<file path="src/rtl/wdt_pkg.sv">
package wdt_pkg;
  localparam int REG_CTRL = 'h0;
  localparam int REG_CNT  = 'h4;

  localparam int B_RUN  = 0;
  localparam int B_FIRE = 1;
  localparam int B_ACT  = 2;
  localparam int B_DIS  = 3;
  localparam int B_TRIG = 7;

  typedef enum logic {ACT_RESET = 1'b0, ACT_PWROFF = 1'b1} act_e;

  function automatic int unit_div(input int sel);
    case (sel)
      1:       return 10;
      2:       return 100;
      default: return 1;
    endcase
  endfunction
endpackage

</file>
<file path="src/rtl/wdt_prescaler.sv">
module wdt_prescaler #(
  parameter int CYC = 10
) (
  input  logic clk_i,
  input  logic rst_ni,
  input  logic run_i,
  input  logic restart_i,
  output logic tick_o
);
  generate
    if (CYC <= 1) begin : g_direct
      wire unused_ok = &{1'b0, clk_i, rst_ni};
      assign tick_o = run_i && !restart_i;
    end else begin : g_count
      localparam int PW = $clog2(CYC);
      logic [PW-1:0] pre_q;
      assign tick_o = run_i && !restart_i && (pre_q == PW'(CYC - 1));
      always_ff @(posedge clk_i or negedge rst_ni) begin
        if (!rst_ni)                  pre_q <= '0;
        else if (!run_i || restart_i) pre_q <= '0;
        else if (tick_o)              pre_q <= '0;
        else                          pre_q <= pre_q + PW'(1);
      end
    end
  endgenerate
endmodule

</file>
<file path="src/rtl/wdt_countdown.sv">
module wdt_countdown #(
  parameter int CNT_W = 16
) (
  input  logic             clk_i,
  input  logic             rst_ni,
  input  logic             load_i,
  input  logic [CNT_W-1:0] load_val_i,
  input  logic             tick_i,
  output logic             expire_o
);
  logic [CNT_W-1:0] cur_q;

  // reaching zero on this tick, or already at zero
  assign expire_o = tick_i && (cur_q <= CNT_W'(1));

  always_ff @(posedge clk_i or negedge rst_ni) begin
    if (!rst_ni)       cur_q <= '0;
    else if (load_i)   cur_q <= load_val_i;
    else if (expire_o) cur_q <= '0;
    else if (tick_i)   cur_q <= cur_q - CNT_W'(1);
  end
endmodule

</file>
<file path="src/rtl/wdt_regs.sv">
module wdt_regs
  import wdt_pkg::*;
#(
  parameter int ADDR_W = 4,
  parameter int CNT_W  = 16
) (
  input  logic              clk_i,
  input  logic              rst_ni,
  input  logic [ADDR_W-1:0] addr_i,
  input  logic              we_i,
  input  logic [31:0]       wdata_i,
  input  logic              dis_i,
  input  logic              expire_i,
  output logic [31:0]       rdata_o,
  output logic              run_o,
  output logic              fired_o,
  output act_e              act_o,
  output logic              trig_o,
  output logic [CNT_W-1:0]  load_val_o
);
  logic sel_ctrl, sel_cnt, ctrl_we, cnt_we;

  assign sel_ctrl = (addr_i == ADDR_W'(REG_CTRL));
  assign sel_cnt  = (addr_i == ADDR_W'(REG_CNT));
  assign ctrl_we  = we_i && sel_ctrl;
  assign cnt_we   = we_i && sel_cnt;
  assign trig_o   = ctrl_we && wdata_i[B_TRIG];

  always_ff @(posedge clk_i or negedge rst_ni) begin
    if (!rst_ni) begin
      run_o      <= 1'b0;
      fired_o    <= 1'b0;
      act_o      <= ACT_RESET;
      load_val_o <= '0;
    end else begin
      if (expire_i)                run_o <= 1'b0;
      else if (ctrl_we && !dis_i)  run_o <= wdata_i[B_RUN];

      if (expire_i)                         fired_o <= 1'b1;
      else if (ctrl_we && wdata_i[B_FIRE])  fired_o <= 1'b0;

      if (ctrl_we) act_o <= act_e'(wdata_i[B_ACT]);
      if (cnt_we)  load_val_o <= wdata_i[CNT_W-1:0];
    end
  end

  always_comb begin
    rdata_o = '0;
    if (sel_ctrl) begin
      rdata_o[B_RUN]  = run_o;
      rdata_o[B_FIRE] = fired_o;
      rdata_o[B_ACT]  = act_o;
      rdata_o[B_DIS]  = dis_i;
    end else if (sel_cnt) begin
      rdata_o[CNT_W-1:0] = load_val_o;
    end
  end
endmodule

</file>
<file path="src/rtl/mmio_watchdog.sv">
module mmio_watchdog
  import wdt_pkg::*;
#(
  parameter int CLK_HZ   = 250_000_000,
  parameter int UNIT_SEL = 1,
  parameter int ADDR_W   = 4,
  parameter int CNT_W    = 16
) (
  input  logic              clk_i,
  input  logic              rst_ni,
  input  logic              wdt_dis_i,
  input  logic [ADDR_W-1:0] addr_i,
  input  logic              we_i,
  input  logic [31:0]       wdata_i,
  output logic [31:0]       rdata_o,
  output logic              rst_req_o,
  output logic              pwr_off_o
);
  localparam int CYC_PER_UNIT = CLK_HZ / unit_div(UNIT_SEL);

  logic             run_w, fired_w, trig_w, tick_w, expire_w, run_eff;
  act_e             act_w;
  logic [CNT_W-1:0] load_val_w;

  assign run_eff = run_w && !wdt_dis_i;

  wdt_regs #(.ADDR_W(ADDR_W), .CNT_W(CNT_W)) u_regs (
    .clk_i, .rst_ni, .addr_i, .we_i, .wdata_i,
    .dis_i(wdt_dis_i), .expire_i(expire_w), .rdata_o,
    .run_o(run_w), .fired_o(fired_w), .act_o(act_w),
    .trig_o(trig_w), .load_val_o(load_val_w)
  );

  wdt_prescaler #(.CYC(CYC_PER_UNIT)) u_pre (
    .clk_i, .rst_ni, .run_i(run_eff), .restart_i(trig_w), .tick_o(tick_w)
  );

  wdt_countdown #(.CNT_W(CNT_W)) u_cnt (
    .clk_i, .rst_ni, .load_i(trig_w), .load_val_i(load_val_w),
    .tick_i(tick_w), .expire_o(expire_w)
  );

  always_ff @(posedge clk_i or negedge rst_ni) begin
    if (!rst_ni) begin
      rst_req_o <= 1'b0;
      pwr_off_o <= 1'b0;
    end else begin
      rst_req_o <= expire_w && (act_w == ACT_RESET);
      pwr_off_o <= expire_w && (act_w == ACT_PWROFF);
    end
  end
endmodule

</file>
<file path="config.mk">
export PLATFORM = sky130hd
export DESIGN_NAME = mmio_watchdog
export DESIGN_NICKNAME = d
export VERILOG_FILES = /design/src/rtl/wdt_pkg.sv /design/src/rtl/wdt_prescaler.sv /design/src/rtl/wdt_countdown.sv /design/src/rtl/wdt_regs.sv /design/src/rtl/mmio_watchdog.sv
export SDC_FILE = /design/constraint.sdc
export NUM_CORES = 1
export LEC_CHECK = 0
export BUFFER_PORTS_ARGS = -buffer_cell sky130_fd_sc_hd__buf_4
export CAP_MARGIN = 20
export CORE_MARGIN = 2
export CORE_UTILIZATION = 55
export CTS_CLUSTER_DIAMETER = 80
export CTS_CLUSTER_SIZE = 16
export DETAILED_ROUTE_END_ITERATION = 8
export PLACE_DENSITY = 0.87
export SLEW_MARGIN = 20
export SYNTH_ARGS = -nofsm -noshare
export SYNTH_HDL_FRONTEND = slang
export SYNTH_SLANG_ARGS = --single-unit
</file>
<file path="constraint.sdc">
create_clock -name clk_i -period 2.6 [get_ports clk_i]
set_input_delay 0.26 -clock clk_i [delete_from_list [all_inputs] [get_ports clk_i]]
set_output_delay 0.26 -clock clk_i [all_outputs]
set_load 0.02 [all_outputs]
</file>
Yosys cells after proc, flatten, opt, wreduce, memory -nomap -nowiden
Cells that the tools add are included.
Cells by class
  $add $sub $neg: 2
  $lt $le $gt $ge: 1
  equal/unequal tests: 2
  muxes and demuxes: 12
  bitwise operators: 1
  reduce and logical (&&, ||, !) cells: 19
Operators with widths (count)
  two-way mux 16 bit: 4
  two-way mux 25 bit: 2
  adder 25 x 1 -> 25 bit, second input constant: 1
  equality test 25 bit, second input constant: 1
  less-or-equal comparator 16 x 1 -> 1 bit, second input constant: 1
  subtractor 16 x 1 -> 16 bit, second input constant: 1
  two-way mux 12 bit: 1
  logical AND 1 bit: 11
  equality test 4 x 3 -> 1 bit, second input constant: 1
  zero test 4 bit: 1
  two-way mux 1 bit: 4
  two-way mux 4 bit: 1
  nonzero test 2 bit: 2
  zero test 1 bit: 3
  nonzero test 3 bit: 1
  logical OR 1 bit: 1
  NOT 1 bit: 1
Storage, ports and cells
  register bits after elaboration: 62
  input bits: 40
  output and inout bits: 34
  logic and storage cells: 45

Logic depth before layout (Yosys ltp)
  word-level depth: 9
  gate-level depth with buffers: 8
  gate-level depth less buffers: 7

Hierarchy
A second synthesis with hierarchy kept.
Unflattened totals
  cells, all modules: 354
  area total of the unflattened synthesis: 3639.7 um^2
By module, submodules not included
  wdt_prescaler: instances 1, cells an instance 136, area an instance 1378.8 um^2, sequential area each 625.6 um^2
  wdt_regs: instances 1, cells an instance 89, area an instance 1102.3 um^2, sequential area each 475.5 um^2
  wdt_countdown: instances 1, cells an instance 124, area an instance 1086.0 um^2, sequential area each 400.4 um^2
  mmio_watchdog: instances 1, cells an instance 5, area an instance 72.6 um^2, sequential area each 50.0 um^2

Worst setup path after synthesis
OpenSTA, ideal clock, no wires.
  path kind: register -> register
  start: register u_cnt.cur_q[0]
  end: register u_cnt.cur_q[10]
  setup time: 0.082 ns
  data arrival time: 2.081 ns
  data required time: 2.518 ns
  path slack: 0.437 ns
  stages on the path, launching flop included: 8
  period minus slack after synthesis: 2.163 ns
  cell sequence: dfrtp_1 -> inv_1 -> ha_1 -> or3b_2 -> nor3_1 -> nand2b_1 -> or4_1 -> a31oi_1
Between the ends
  word-level cells in the longest chain between the ends: 4
  elaborated cells on any way between the ends: 7
  those cells by class: 1 x add/sub; 1 x order compare; 3 x mux; 2 x reduce/logical
Ends and longest elaborated chain
  from (decl): RTL line wdt_countdown.sv:11  | logic [CNT_W-1:0] cur_q;
  from (signal assigned): RTL line wdt_countdown.sv:18  | else if (load_i) cur_q <= load_val_i;
  from (signal assigned): RTL line wdt_countdown.sv:20  | else if (tick_i) cur_q <= cur_q - CNT_W'(1);
  subtractor 16 x 1 -> 16 bit / less-or-equal comparator 16 x 1 -> 1 bit (equally long branches): RTL line wdt_countdown.sv:20, wdt_countdown.sv:14
  two-way mux 16 bit / logical AND 1 bit (equally long branches): RTL line wdt_countdown.sv:20, wdt_countdown.sv:14
  two-way mux 16 bit: RTL line wdt_countdown.sv:19  | else if (expire_o) cur_q <= '0;
  two-way mux 16 bit: RTL line wdt_countdown.sv:18
Parallel ways exist; a longest one is shown, timed or not. The select of a mux whose other input is x is not followed.
A chain may end at the register's enable or synchronous reset.

Worst setup path after layout
  start: register u_pre.g_count.pre_q[8]
  end: register u_cnt.cur_q[10]
Between the ends
  word-level cells in the longest chain between the ends: 5
  elaborated cells on any way between the ends: 6
  those cells by class: 1 x eq/ne; 2 x mux; 3 x reduce/logical
Ends and longest elaborated chain
  from (decl): RTL line wdt_prescaler.sv:16  | logic [PW-1:0] pre_q;
  from (signal assigned): RTL line wdt_prescaler.sv:22  | else pre_q <= pre_q + PW'(1);
  equality test 25 bit *: RTL line wdt_prescaler.sv:17  | assign tick_o = run_i && !restart_i && (pre_q == PW'(CYC - 1));
  logical AND 1 bit *: RTL line wdt_prescaler.sv:17
  logical AND 1 bit: RTL line wdt_countdown.sv:14  | assign expire_o = tick_i && (cur_q <= CNT_W'(1));
  two-way mux 16 bit: RTL line wdt_countdown.sv:19
  two-way mux 16 bit: RTL line wdt_countdown.sv:18
Every way passes the cells marked *; elsewhere a longest branch is shown, timed or not.

==> flow_summary_export.csv <==
group,metric,value,unit
logic_synthesis,netlist_area,0.003483,mm²
place,place.port_buffers,41,
clock_network,htreeDepth,3,
logic_synthesis,synthCells,356,
logic_synthesis,synth_top_area_cell,"dfrtp_1",
setup_path,cpPeakStageDelay,0.65,ns
outcome,violations,"hold timing",
logic_synthesis,synth_most_common_cell,"dfrtp_1",
clock_network,cts_setup_buffers,0,
timing,max_slew_margin,44.49,%
setup_path,crit_required,2.87,ns
timing,setup_tns,0,ns
routing,drtPass1Iterations,4,
clock_network,clkLatencyLatePin,0.34,ns
setup_path,reg2reg_slack,0.27,ns
clock_network,cts.clk_slew.worst_paths,0.07,ns
global_route,gr-total-overflow,0,
timing,rsz0062_at_grt,"false",
outcome,outcome,"complete, but fails checks",
routing,viasPerCell,5.910,
timing,slew_violations,0,
finish,drive_gt1_share,23.44,%
place,gp_congestion,0.9046,
logic_synthesis,synth_edf_count,0,
global_route,grt_first_pass_wirelength,13.13,mm
timing,fmax,428.8,MHz
logic_synthesis,synth_commonest_cells,"dfrtp_1 (62), nor2_1 (41), nand2_1 (21), and3_1 (20), mux2_2 (20)",
floorplanning,rows,28,
timing,hold_ws,-0.007775,ns
floorplanning,dieWidth,83.58,µm
logic_synthesis,ys_dominant_reg_cell,"dfrtp_1",
routing,drc,0,
clock_network,cts_root_buf,"clkbuf_8",
timing,clock_skew,0.007195,ns
logic_synthesis,synthTopCellsByArea,"dfrtp_1 (45%), mux2_2 (6.5%), xor2_1 (4.5%), nor2_1 (4.4%), and3_1 (3.6%)",
finish,nFillCells,486,
logic_synthesis,ys.warnings.count,0,
power_and_ir_drop,power.leakage,1.789,nW
setup_path,cp_cell_sequence,"nor4b_4, nand4_2, or4_4, or4_1, a31oi_1",
timing,period_share,89.69,%
logic_synthesis,ys_ff_latch,62,
worst_hold_path,hp-class,"input port to asynchronous set/reset pin",
place,hpwl,5.411,mm
finish,multi_input_area,0.001787,mm²
setup_path,path_max_fanout,14,
setup_path,worstReg2RegEnd,"u_cnt.cur_q[10]$_DFFE_PN0P_",
clock_network,cts_resized,0,
routing,avgRoutedWirePerCell,16.18,µm
finish,ff_latch_area,0.001551,mm²
power_and_ir_drop,finalPower,0.002245,W
clock_network,clock_path_buffers,2,
setup_path,critical_path_arrival,2.60,ns
job,maxCapViolCount,0,
floorplanning,initial_utilization,57.81,%
logic_synthesis,synthArstFlopShare,100.0,%
finish,final_nets,441,
clock_network,holdBufCountCts,0,
global_route,grt_antenna_before_repair,0,
power_and_ir_drop,p_per_area,566.0,mW/mm²
setup_path,crit_type,"flop to flop",
timing,period_minus_slack,2.332,ns
floorplanning,core,0.006026,mm²
logic_synthesis,yosysUniqueCellTypes,51,
logic_synthesis,synth.top_cell.area_share,44.54,%
floorplanning,die-area,0.006986,mm²
setup_path,start_kind,"flop",
routing,drt_iter0_drc,253,
floorplanning,ioPinCount,74,
global_route,grt.total_usage,23.29,%
clock_network,cts_sinks,62,
power_and_ir_drop,vdd_ir_drop_max,448.4,µV
floorplanning,fp.dieH,83.58,µm
setup_path,r2r_start,"u_pre.g_count.pre_q[8]$_DFF_PN0_",
timing,tightestPinTransition,0.8303,ns
timing,finalSetupViolCount,0,
routing,wirelength,7.703,mm
clock_network,cts_tree,"built",
routing,ant_nets,0,
global_route,grt_max_degree,63,
setup_path,r2r_cells,5,
clock_network,cts_buffers,9,
setup_path,worst_path_max_delay_cell,"or4_4",
global_route,grt_pass1_vias,2772,
finish,diodes,0,
routing,num_vias,2813,
setup_path,endpoint_kind,"flop",
finish,area_growth,13.86,%
logic_synthesis,seq_area_frac_synth,44.54,%
logic_synthesis,syn_avg_cell_area,9.785,µm²
timing,hold_viol,19,
-- critical path: cells and delay by family (launching register included) --
kind,cells,cell delay [ns]
AO/OA/AOI/OAI,1,0.17
flip-flops,1,0.44
AND/OR/NAND/NOR,4,1.65
-- worst max path at each step --
stage / start / end / slack [ns]
floorplan: u_cnt.cur_q[0]$_DFFE_PN0P_ / u_cnt.cur_q[10]$_DFFE_PN0P_ / 0.44
global placement: u_pre.g_count.pre_q[8]$_DFF_PN0_ / u_cnt.cur_q[10]$_DFFE_PN0P_ / 0.34
detailed placement: u_pre.g_count.pre_q[8]$_DFF_PN0_ / u_cnt.cur_q[10]$_DFFE_PN0P_ / 0.30
CTS: u_pre.g_count.pre_q[8]$_DFF_PN0_ / u_cnt.cur_q[10]$_DFFE_PN0P_ / 0.28
global route: u_cnt.cur_q[10]$_DFFE_PN0P_ / u_cnt.cur_q[11]$_DFFE_PN0P_ / 0.12
finish: u_pre.g_count.pre_q[8]$_DFF_PN0_ / u_cnt.cur_q[10]$_DFFE_PN0P_ / 0.27
-- cell families after synthesis --
group                    after synthesis  synth area share (%)
AND/OR/NAND/NOR                      164                 26.83
flip-flops                            62                 44.54
AO/OA/AOI/OAI                         41                 7.939
buffers and inverters                 37                 5.783
multiplexers                          26                 8.190
XOR/XNOR                              22                 5.531
adder cells (fa/ha/maj)                3                 1.078
other                                  1                0.1077
-- power by group --
part	leakage [nW]	total, W	switching, W	internal (W)
Combinational	0.907	0.000359	0.000193	0.000166
Clock	0.0821	0.000706	0.000348	0.000358
Sequential	0.800	0.00118	0.000107	0.00107
Total	1.79	0.00224	0.000647	0.00160
-- placed cells by master (no fill, tap or decap), types with 2 or more instances in the layout --
cell type	synthesis	final
a21oi_1	8	8
a31oi_1	4	4
a32oi_1	4	4
and2_1	4	4
and3_1	20	20
and4_1	5	5
buf_4	16	48
clkbuf_1	13	2
clkbuf_8	0	10
clkinv_2	0	2
conb_1	1	16
dfrtp_1	62	62
ha_1	3	3
inv_1	5	5
mux2_2	20	20
mux2i_1	6	6
nand2_1	21	21
nand2b_1	3	3
nand3_1	16	16
nand3b_1	2	2
nand4_1	9	9
nor2_1	41	41
nor3_1	9	9
nor4_1	5	5
o211ai_1	2	2
o21ai_0	10	10
o311ai_0	3	3
o41ai_1	3	3
or2_2	4	4
or3_1	6	6
or4_1	7	7
or4_4	2	2
xnor2_1	4	4
xor2_1	18	18
-- final cells by class --
type	count	area share (%)
Clock inverter	2	0.2524
Timing Repair Buffer	48	9.085
Tap cell	75	2.366
Sequential cell	62	39.12
Clock buffer	12	3.659
Multi-Input combinational cell	272	45.05
Inverter	5	0.4732
-- state kept, by name, summed over array words and instances, names as in the netlist --
| register | flops |
|---|---|
| pwr_off_o | 1 |
| u_regs.run_o | 1 |
| u_regs.load_val_o | 16 |
| u_regs.act_o | 1 |
| u_pre.g_count.pre_q | 25 |
| u_cnt.cur_q | 16 |
| u_regs.fired_o | 1 |
| rst_req_o | 1 |
-- stage by stage --
step                setup slack (ns)  utilization [%]  area [µm²]  instances
detailed placement            0.2953            63.25        3811        462
floorplan                     0.4370                -        3540        371
global route                  0.1188            65.82        3966        476
global placement              0.3375            63.25        3811        462
finish                        0.2680            65.82        3966        476
CTS                           0.2776            65.82        3966        476
-- metal layers --
| metal | vias up | global-route usage (%) | routed length [µm] |
|---|---|---|---|
| met5 | - | 0 | 0 |
| li1 | 1337 | - | - |
| met3 | 14 | 4.649 | 441 |
| met1 | 1359 | 29.62 | 3280 |
| met4 | 0 | 10.70 | 173 |
| met2 | 103 | 38.33 | 3807 |
Power figures use the tool's default switching activity.
